**config.mk**
```make
export PLATFORM = sky130hd
export DESIGN_NAME = sio_cfg_regs
export DESIGN_NICKNAME = d
export VERILOG_FILES = /design/src/rtl/sio_cfg_regs.sv
export SDC_FILE = /design/constraint.sdc
export NUM_CORES = 1
export LEC_CHECK = 0
export ABC_AREA = 1
export BUFFER_PORTS_ARGS = -buffer_cell sky130_fd_sc_hd__buf_2
export CAP_MARGIN = 25
export CORE_ASPECT_RATIO = 0.7
export CORE_MARGIN = 3
export CORE_UTILIZATION = 43
export CTS_CLUSTER_DIAMETER = 200
export DETAILED_ROUTE_END_ITERATION = 10
export MAX_ROUTING_LAYER = met4
export PLACE_DENSITY_LB_ADDON = 0.3
export REMOVE_ABC_BUFFERS = 1
export SYNTH_ARGS = -nofsm -noshare
export SYNTH_HDL_FRONTEND = slang
export SYNTH_SLANG_ARGS = --single-unit
```
**constraint.sdc**
```tcl
create_clock -name clk -period 8.8 [get_ports clk]
set_input_delay 0.44 -clock clk [delete_from_list [all_inputs] [get_ports clk]]
set_output_delay 0.44 -clock clk [all_outputs]
set_load 0.03 [all_outputs]
```
**src/rtl/sio_cfg_regs.sv**
```systemverilog
module sio_cfg_regs #(
  parameter int NUM_LDN = 6,
  parameter int FDC_LDN = 0,
  parameter int PAR_LDN = 1,
  parameter logic [7:0] REV = 8'h73,
  parameter logic [NUM_LDN*16-1:0] DEF_IO0 = {16'h0060, 16'h0000, 16'h02F8, 16'h03F8, 16'h0378, 16'h03F0},
  parameter logic [NUM_LDN*16-1:0] DEF_IO1 = {16'h0064, 16'h0000, 16'h0000, 16'h0000, 16'h0000, 16'h0000},
  parameter logic [NUM_LDN*16-1:0] DEF_IO2 = '0,
  parameter logic [NUM_LDN*8-1:0]  DEF_IRQ0 = {8'd1, 8'd0, 8'd3, 8'd4, 8'd7, 8'd6},
  parameter logic [NUM_LDN*8-1:0]  DEF_IRQ1 = {8'd12, 8'd0, 8'd0, 8'd0, 8'd0, 8'd0},
  parameter logic [NUM_LDN*8-1:0]  DEF_DMA  = {8'd4, 8'd4, 8'd4, 8'd4, 8'd4, 8'd2}
) (
  input  logic                   clk,
  input  logic                   rst_n,
  input  logic                   io_wr,
  input  logic                   io_addr,
  input  logic [7:0]             io_wdata,
  output logic [7:0]             io_rdata,
  output logic                   cfg_open,
  output logic [NUM_LDN-1:0]     dev_active,
  output logic [NUM_LDN*16-1:0]  dev_io0,
  output logic [NUM_LDN*16-1:0]  dev_io1,
  output logic [NUM_LDN*16-1:0]  dev_io2,
  output logic [NUM_LDN*8-1:0]   dev_irq0,
  output logic [NUM_LDN*8-1:0]   dev_irq1,
  output logic [NUM_LDN*8-1:0]   dev_dma,
  output logic [3:0]             dev_pd,
  output logic                   chip_pd,
  output logic                   par_ext_en,
  output logic [15:0]            par_ext_base
);
  localparam int NSLOT = 12;
  localparam int LW = (NUM_LDN > 1) ? $clog2(NUM_LDN) : 1;
  localparam logic [7:0] KEY_OPEN = 8'h87;
  localparam logic [7:0] KEY_EXIT = 8'hAA;
  localparam logic [7:0] CHIP_ID  = 8'h97;

  typedef enum logic [1:0] {S_LOCK, S_KEY, S_OPEN} st_t;

  st_t         st;
  logic [7:0]  idx, ldn, pd_reg, dval, wv;
  logic        ipd, sl_ok, ldn_ok;
  logic [3:0]  sl;
  logic [LW-1:0] ldn_sel;
  logic [7:0]  bnk [NUM_LDN][NSLOT];

  function automatic logic [7:0] dflt(int d, int s);
    case (s)
      1: return DEF_IO0[d*16+8 +: 8];
      2: return DEF_IO0[d*16 +: 8];
      3: return DEF_IO1[d*16+8 +: 8];
      4: return DEF_IO1[d*16 +: 8];
      5: return DEF_IO2[d*16+8 +: 8];
      6: return DEF_IO2[d*16 +: 8];
      7: return DEF_IRQ0[d*8 +: 8];
      8: return DEF_IRQ1[d*8 +: 8];
      9: return DEF_DMA[d*8 +: 8];
      default: return 8'h00;
    endcase
  endfunction

  assign cfg_open = (st == S_OPEN);
  assign ldn_sel  = ldn[LW-1:0];
  assign ldn_ok   = (ldn < 8'(NUM_LDN));

  always_comb begin
    sl_ok = 1'b1;
    sl    = 4'd0;
    case (idx)
      8'h30: sl = 4'd0;
      8'h60: sl = 4'd1;
      8'h61: sl = 4'd2;
      8'h62: sl = 4'd3;
      8'h63: sl = 4'd4;
      8'h64: sl = 4'd5;
      8'h65: sl = 4'd6;
      8'h70: sl = 4'd7;
      8'h72: sl = 4'd8;
      8'h74: sl = 4'd9;
      8'hF0: sl = 4'd10;
      8'hF1: sl = 4'd11;
      default: sl_ok = 1'b0;
    endcase
  end

  always_comb begin
    wv = io_wdata;
    if (sl == 4'd0)
      wv = {7'b0, io_wdata[0]};
    else if (sl == 4'd2 && ldn_sel == LW'(FDC_LDN))
      wv = io_wdata & 8'hF8;
  end

  always_comb begin
    dval = 8'h00;
    case (idx)
      8'h07: dval = ldn;
      8'h20: dval = CHIP_ID;
      8'h21: dval = REV;
      8'h22: dval = pd_reg;
      8'h23: dval = {7'b0, ipd};
      default: if (sl_ok && ldn_ok) dval = bnk[ldn_sel][sl];
    endcase
  end

  assign io_rdata = !cfg_open ? 8'hFF : (io_addr ? dval : idx);

  always_ff @(posedge clk) begin
    if (!rst_n) begin
      st     <= S_LOCK;
      idx    <= 8'h00;
      ldn    <= 8'h00;
      pd_reg <= 8'h00;
      ipd    <= 1'b0;
      for (int d = 0; d < NUM_LDN; d++)
        for (int s = 0; s < NSLOT; s++)
          bnk[d][s] <= dflt(d, s);
    end else if (io_wr) begin
      if (!io_addr) begin
        case (st)
          S_LOCK: st <= (io_wdata == KEY_OPEN) ? S_KEY : S_LOCK;
          S_KEY:  st <= (io_wdata == KEY_OPEN) ? S_OPEN : S_LOCK;
          default: begin
            if (io_wdata == KEY_EXIT) st <= S_LOCK;
            else idx <= io_wdata;
          end
        endcase
      end else if (st == S_OPEN) begin
        case (idx)
          8'h07: ldn <= io_wdata;
          8'h22: pd_reg <= io_wdata & 8'h39;
          8'h23: ipd <= io_wdata[0];
          default: if (sl_ok && ldn_ok) bnk[ldn_sel][sl] <= wv;
        endcase
      end
    end
  end

  for (genvar g = 0; g < NUM_LDN; g++) begin : g_out
    assign dev_active[g]         = bnk[g][0][0];
    assign dev_io0[g*16 +: 16]   = {bnk[g][1], bnk[g][2]};
    assign dev_io1[g*16 +: 16]   = {bnk[g][3], bnk[g][4]};
    assign dev_io2[g*16 +: 16]   = {bnk[g][5], bnk[g][6]};
    assign dev_irq0[g*8 +: 8]    = bnk[g][7];
    assign dev_irq1[g*8 +: 8]    = bnk[g][8];
    assign dev_dma[g*8 +: 8]     = bnk[g][9];
  end

  assign dev_pd       = {pd_reg[5], pd_reg[4], pd_reg[3], pd_reg[0]};
  assign chip_pd      = ipd;
  assign par_ext_en   = bnk[PAR_LDN][10][1];
  assign par_ext_base = {bnk[PAR_LDN][1], bnk[PAR_LDN][2]} + 16'h0400;

  AST_KEY_OPENS: assert property (@(posedge clk) disable iff (!rst_n)
    (io_wr && !io_addr && io_wdata == KEY_OPEN && st == S_KEY) |=> cfg_open);
  AST_KEY_RESTART: assert property (@(posedge clk) disable iff (!rst_n)
    (io_wr && !io_addr && io_wdata != KEY_OPEN && !cfg_open) |=> !cfg_open);
  AST_EXIT_KEEPS_IDX: assert property (@(posedge clk) disable iff (!rst_n)
    (cfg_open && io_wr && !io_addr && io_wdata == KEY_EXIT) |=> (!cfg_open && $stable(idx)));
  AST_LOCKED_FROZEN: assert property (@(posedge clk) disable iff (!rst_n)
    !cfg_open |=> ($stable(ldn) && $stable(pd_reg) && $stable(ipd) && $stable(dev_irq0)));
  AST_FDC_ALIGN: assert property (@(posedge clk) disable iff (!rst_n)
    dev_io0[FDC_LDN*16 +: 3] == 3'b000);
endmodule

```
==> summary.md, run 1 <==
| Metric | Value |
|---|---|
| Outcome | `completed` |
| Critical-path top delay cell | `dfxtp_4` |
| Cells after synthesis | `4,237` |
| Sequential share of the synthesized area | `60.0%` |
| Core area | `90,400 um^2` |
| Critical Path Sink Type | `output pin` |
| CP startpoint kind | `flop` |
| TritonCTS clock tree | `built` |
| Die height | `259 um` |
| Num CTS Buffers | `81` |
| Worst vdd ir | `0.000134 V` |
| YS warnings | `0` |
| Register bit total from synthesis | `794` |
| Worst-Margin Slew | `1.14 ns` |
| Via count | `30.3k` |
| Largest registers | `bnk (768), idx (8), ldn (8)` |
| Ports | `481` |
| NumNets Final | `4,397` |
| Worst hold slack | `0.204 ns` |
| Top delay family on crit path | `buffers and inverters` |
| Max reg flops | `768` |
| First-pass GRT wire length | `191,000 um` |
| PostCTS Resize Cnt | `0` |
| Period utilization | `59.1%` |
| Fin. max-slew vios | `0` |
| CP Data Required Time | `8.36 ns` |
| Number of global-route vias before repair | `28.2k` |
| WL/cell | `23.6 um` |
| Crit-path max cell delay | `0.76 ns` |
| Initial DRT Pass Iterations | `6` |
| Chip Width | `367 um` |
| FMAX | `192 MHz` |
| Root buffer cell | `clkbuf_16` |
| HPWL after DPL | `88,500 um` |
| # port buffers | `480` |
| Post-CTS setup buffers | `0` |
| Overall power | `8.42 mW` |
| Arrival @ worst endpoint | `4.76 ns` |
| CTS Hold Buffers Added | `0` |
| Total Die Area | `95,200 um^2` |
| DR iter-0 viols | `3,909` |
| Distinct cells, synth | `33` |
| Reg clk slew, reported paths | `0.06 ns` |
| Top reg by flops | `bnk` |
| Total wire length | `134,000 um` |
| Met1 usage | `38.5%` |
| Syn avg cell area | `9.28 um^2` |
| Most common cell after layout, fill and taps aside | `nand2_1` |
| Worst-skew pair later-pin latency | `0.64 ns` |
| CP Class | `flop to output pin` |
| RSZ-0062 raised after global routing | `false` |
| CP max FO | `69` |
| CP cell instances | `buf_4 > buf_4 > o21ai_0 > o21ai_0 > nand2_1 > nand2_1 > o21ai_0 > nand2_1 > nand2_1 > nand2_1 > nand2_1 > nand3_1 > nand2_1 > nand2_1 > nand2_1 > nand2_1 > buf_2` |
| Layout area overhead | `9.76%` |
| Met2 Use GR | `40.7%` |
| Rel. slew slack | `24.2%` |
| Most used cell, CP | `nand2_1` |
| Grt total ovfl | `0` |
| Residual DRC | `0` |
| Starting Density | `43.5%` |
| GR peak layer | `met2` |
| Rows | `92` |
| Final Setup Violations | `0` |
| Initial antenna violation count | `7` |
| Commonest cells after routing, fill and taps aside | `nand2_1, edfxtp_1, nor2_1, buf_2, nand3_1` |
| Clock Skews | `0.0209 ns` |
| GPL Wtd Cong | `0.954` |
| Largest net degree at the start of global routing | `160` |
| Final Hold Fails | `0` |
| PwrDens | `195 nW/um^2` |
| Worst Path Buf+Inv | `3` |
| Number of max-cap violations | `0` |
| Leak Pwr | `17.5 nW` |
| Layout Utilization | `47.8%` |
| Met3 Track Usage GR | `7.60%` |
| Number of routed nets with antenna violations | `0` |
| Via density | `5.34` |
| Min Tclk post-route | `5.20 ns` |
| Mapped Area | `39,300 um^2` |
| CTS H-tree lvls | `3` |
| Clock buffer depth | `3` |
| Layout cells sized above 1 | `15.9%` |
| Total GRT Usage | `28.0%` |
| Hold Crit Class | `input pin to flop` |
| Clock sink count | `794` |
-- final cells by class --
| type | count | area [um^2] |
|---|---|---|
| antenna | 3 | 7.51 |
| clock buffer | 95 | 2100 |
| clock inverter | 50 | 637 |
| fill | 8628 | 47200 |
| inverter | 87 | 342 |
| multi-input combinational | 2887 | 12100 |
| sequential | 794 | 23600 |
| tap | 1222 | 1530 |
| timing repair buffer | 533 | 2890 |
-- path summary, 6_finish.rpt --
| kind | slack, ns | end | from | depth (start not counted) |
|---|---|---|---|---|
| setup / recovery | 3.60 | io_rdata[6] | flop | 17 |
| hold / removal | 0.20 | ldn[7] | io_wdata[7] | 3 |
| setup reg to reg | 4.53 | bnk[4][80] | idx[7] | 12 |
| hold reg to reg | 0.48 | ldn[7] | ldn[7] | 2 |
-- cell usage after synthesis --
cell | number | area share, %
dfxtp_1 | 26 | 1.3
buf_1 | 37 | 0.35
nand2_2 | 1 | 0.016
and2_1 | 7 | 0.11
edfxtp_1 | 768 | 59
nand2_1 | 1358 | 13
clkinv_1 | 2 | 0.019
buf_4 | 451 | 8.6
o221ai_1 | 1 | 0.022
nand4_1 | 16 | 0.25
inv_1 | 78 | 0.74
xor2_1 | 4 | 0.089
inv_2 | 7 | 0.067
nor3_2 | 1 | 0.025
a21oi_1 | 96 | 1.2
nor4_1 | 1 | 0.016
o21ai_0 | 98 | 1.2
clkbuf_1 | 203 | 1.9
nor3_4 | 2 | 0.083
buf_2 | 14 | 0.18
nor3_1 | 18 | 0.23
a2111oi_0 | 1 | 0.022
nor2_1 | 545 | 5.2
nand3_1 | 469 | 6.0
conb_1 | 1 | 0.0095
o22ai_1 | 3 | 0.048
or2_2 | 12 | 0.19
a221oi_1 | 1 | 0.022
nand3_2 | 11 | 0.28
and2_0 | 1 | 0.016
a211oi_1 | 1 | 0.019
nor2_2 | 2 | 0.032
ha_1 | 1 | 0.032
-- per-layer routing --
metal  up-vias  part of all wire [%]  wire length (um)
li1      13655                     -                 -
met1     14671                    42             55600
met2      1759                    44             58800
met3       198                    12             15800
met4         0                   2.7              3610
met5         -                     0                 0
-- worst min-delay path, delay by kind of cell --
kind | cells | cell delay (ns)
buffers and inverters | 1 | 0.15
AO/OA/AOI/OAI | 2 | 0.21
-- power by group --
group          internal [mW]  total (mW)  switching (mW)  leakage, nW
logic                 0.0919       0.432           0.340         8.24
registers               4.26        4.33          0.0686         7.93
clock network           2.15        3.66            1.51         1.32
-- cells by family after synthesis --
family | Yosys count | synth area share, %
flip-flops | 794 | 60.0
XOR/XNOR | 4 | 0.0891
AO/OA/AOI/OAI | 201 | 2.60
buffers and inverters | 792 | 11.9
other | 1 | 0.00954
AND/OR/NAND/NOR | 2444 | 25.4
adder cells (fa/ha/maj) | 1 | 0.0318
-- per-stage QoR --
step                setup TNS [ns]  setup WS [ns]  area (um^2)  instances
finish                           0           3.60        43200       5671
global route                     0           3.36        43200       5671
CTS                              0           3.65        43100       5665
detailed placement               0           4.32        40400       5520
global placement                 0           4.37        40300       5516
floorplan                   -67.90          -8.53        35900       3768
Note: power is estimated with default switching activity, not from simulation.
==> run 2: changes to the inputs <==
ABC_AREA = 0   (was 1)
clock period = 4.7 ns   (was 8.8 ns; I/O delays follow)
==> summary.md, run 2 <==
| Metric | Value |
|---|---|
| Most common cell in the netlist | `edfxtp_1` |
| Mapped Area | `37,700 um^2` |
| Synth top area cells | `edfxtp_1, mux4_2, buf_4, nor2_1, nand2_1` |
| Ports | `481` |
| Clock Skews | `0.0222 ns` |
| Syn avg cell area | `14.3 um^2` |
| Layout Utilization | `48.7%` |
| Leak Pwr | `15.1 nW` |
| Most common cell after layout, fill and taps aside | `edfxtp_1` |
| Commonest cells post-synth | `edfxtp_1, nor2_1, buf_4` |
| Largest family of logic cells by synthesized area | `multiplexers` |
| Cells after synthesis | `2,639` |
| CTS H-tree lvls | `3` |
| PwrDens | `379 nW/um^2` |
| Top reg by flops | `bnk` |
| CP startpoint kind | `flop` |
| CP max FO | `26` |
| Synth area leader | `edfxtp_1` |
| Critical Path Sink Type | `output pin` |
| Largest registers | `bnk (768), idx (8), ldn (8)` |
| Clock sink count | `794` |
| Worst-skew pair later-pin latency | `0.64 ns` |
| Placement Cell Area | `39,400 um^2` |
| Ys flop type | `edfxtp_1` |
| Overall power | `16.0 mW` |
| Design Area, Final | `42,100 um^2` |
| Worst-Margin Slew | `1.00 ns` |
| Number of routed nets with antenna violations | `0` |
| Final Hold Fails | `0` |
| # port buffers | `480` |
| DR iter-0 viols | `3,178` |
| Total wire length | `125,000 um` |
| Register bit total from synthesis | `794` |
| Fin. max-slew vios | `0` |
| Synth Area in Adders | `0.0332%` |
| Die height | `254 um` |
| Rel. slew slack | `33.0%` |
| TritonCTS clock tree | `built` |
| Layout cells sized above 1 | `33.6%` |
| Reg clk slew, reported paths | `0.06 ns` |
| Sequential share of the synthesized area | `62.6%` |
| Grt total ovfl | `0` |
| Starting Density | `43.6%` |
| Initial antenna violation count | `9` |
| CP Class | `flop to output pin` |
| Number of global-route vias before repair | `22.3k` |
| Layout area overhead | `11.8%` |
| Post-Place Cells | `4,005` |
| CP Data Required Time | `4.47 ns` |
| Final setup TNS | `0 ns` |
| Async set or reset register ratio after synthesis | `0%` |
| Worst vdd ir | `0.000256 V` |
| Via density | `5.66` |
| Period utilization | `94.9%` |
| Root buffer cell | `clkbuf_16` |
| Initial DRT Pass Iterations | `6` |
| RSZ-0062 raised after global routing | `false` |
| Clock buffer depth | `3` |
| Total Die Area | `91,300 um^2` |
| Min Tclk post-route | `4.46 ns` |
| Commonest cells after routing, fill and taps aside | `edfxtp_1, nor2_1, buf_2, conb_1, mux4_2` |
| Rows | `90` |
| FMAX | `224 MHz` |
| Chip Width | `360 um` |
| Max reg flops | `768` |
| NumNets Final | `2,955` |
| Via count | `23.5k` |
| Hold Crit Class | `input pin to flop` |
| WL/cell | `30.1 um` |
| Final std cells w/o fill | `4,160` |
| YS warnings | `0` |
| GPL Wtd Cong | `0.967` |
| Residual DRC | `0` |
| Core area | `86,500 um^2` |
| HPWL after DPL | `91,500 um` |
| Post-synthesis xor/xnor area fraction | `0.116%` |
| Num CTS Buffers | `80` |
| Top cell type's share of synthesized area | `61.2%` |
| Number of synthesized flops with an enable pin | `768` |
| Largest net degree at the start of global routing | `60` |
| Distinct cells, synth | `73` |
| Synth Area in Simple Gates | `9.69%` |
| Total GRT Usage | `27.7%` |
| Compound-Gate Fraction of Synth Area | `1.67%` |
| Outcome | `completed` |
| Final Setup Violations | `0` |
| Fillers | `7,447` |
| Number of max-cap violations | `0` |
| Arrival @ worst endpoint | `4.23 ns` |
| Mux cell area share after synthesis | `14.9%` |
| First-pass GRT wire length | `173,000 um` |
-- run 2: cell count changes after synthesis, sizes merged, moves of 35 or more --
cell | before | now
a21oi | 96 | 20
buf | 502 | 537
clkbuf | 203 | 69
inv | 85 | 15
mux2i | 0 | 45
mux4 | 0 | 227
nand2 | 1359 | 203
nand3 | 480 | 35
o21ai | 98 | 14
-- run 2: repair_timing --
item	4_1_cts	5_1_grt
endpoints found under the hold margin	5	0
setup endpoints to repair	0	5
resized for setup	0	3
hold buffers	2	0
buffers inserted	0	3
-- run 2: cell type report --
class / instances / area, um^2 / share of cell area [%]
diodes: 7 / 17.5 / 0.0416
clock buffers: 99 / 2140 / 5.07
clock inverters: 44 / 498 / 1.18
inverters: 15 / 56.3 / 0.134
multi-input cells: 1460 / 10900 / 25.9
flip-flops and latches: 794 / 23600 / 56.0
well taps: 1150 / 1440 / 3.41
repair buffers: 591 / 3500 / 8.31
-- run 2: kinds of logic after synthesis --
group / count (synthesis)
AND/OR/NAND/NOR: 851
flip-flops: 794
buffers and inverters: 621
multiplexers: 276
AO/OA/AOI/OAI: 90
XOR/XNOR: 5
adder cells (fa/ha/maj): 1
other: 1
-- run 2: routing by layer --
metal / global-route usage (%) / share of wire, % / vias up
li1: - / - / 9575
met1: 39.1 / 41 / 12194
met2: 40.7 / 45 / 1603
met3: 7.30 / 12 / 164
met4: 6.09 / 2.0 / 0
met5: - / 0 / -
-- run 2: power by group --
group	internal [mW]	switching, mW	leakage, nW	total, mW
Sequential	8.08	0.206	7.69	8.29
Clock	3.74	2.80	1.29	6.54
Combinational	0.306	0.845	6.10	1.15
Total	12.1	3.85	15.1	16.0
-- run 2: through the flow --
stage	setup slack, ns	hold slack, ns
4_1_cts	0.0544	0.00193
2_1_floorplan	-5.09	0.363
3_5_place_dp	0.749	0.554
5_1_grt	0.0893	0.00680
3_3_place_gp	0.773	0.548
6_report	0.238	0.0354
-- run 2: critical path: stages (launching register included) --
cell and delay (ns):
dfxtp_2 0.58, and4bb_2 0.30, a22oi_1 0.30, nand2b_4 0.53
buf_4 0.33, mux4_2 0.25, nor3_1 0.05, a2111o_1 0.41
a21oi_1 0.53, buf_2 0.31
-- run 2: path summary, 6_finish.rpt --
| check | startpoint | end | slack [ns] | cells after the start |
|---|---|---|---|---|
| setup reg to reg | idx[7] | bnk[0][26] | 0.94 | 7 |
| hold / removal | io_wdata[0] | idx[0] | 0.04 | 3 |
| hold reg to reg | pd_reg[3] | pd_reg[3] | 0.57 | 2 |
| setup / recovery | idx[2] | io_rdata[2] | 0.24 | 9 |
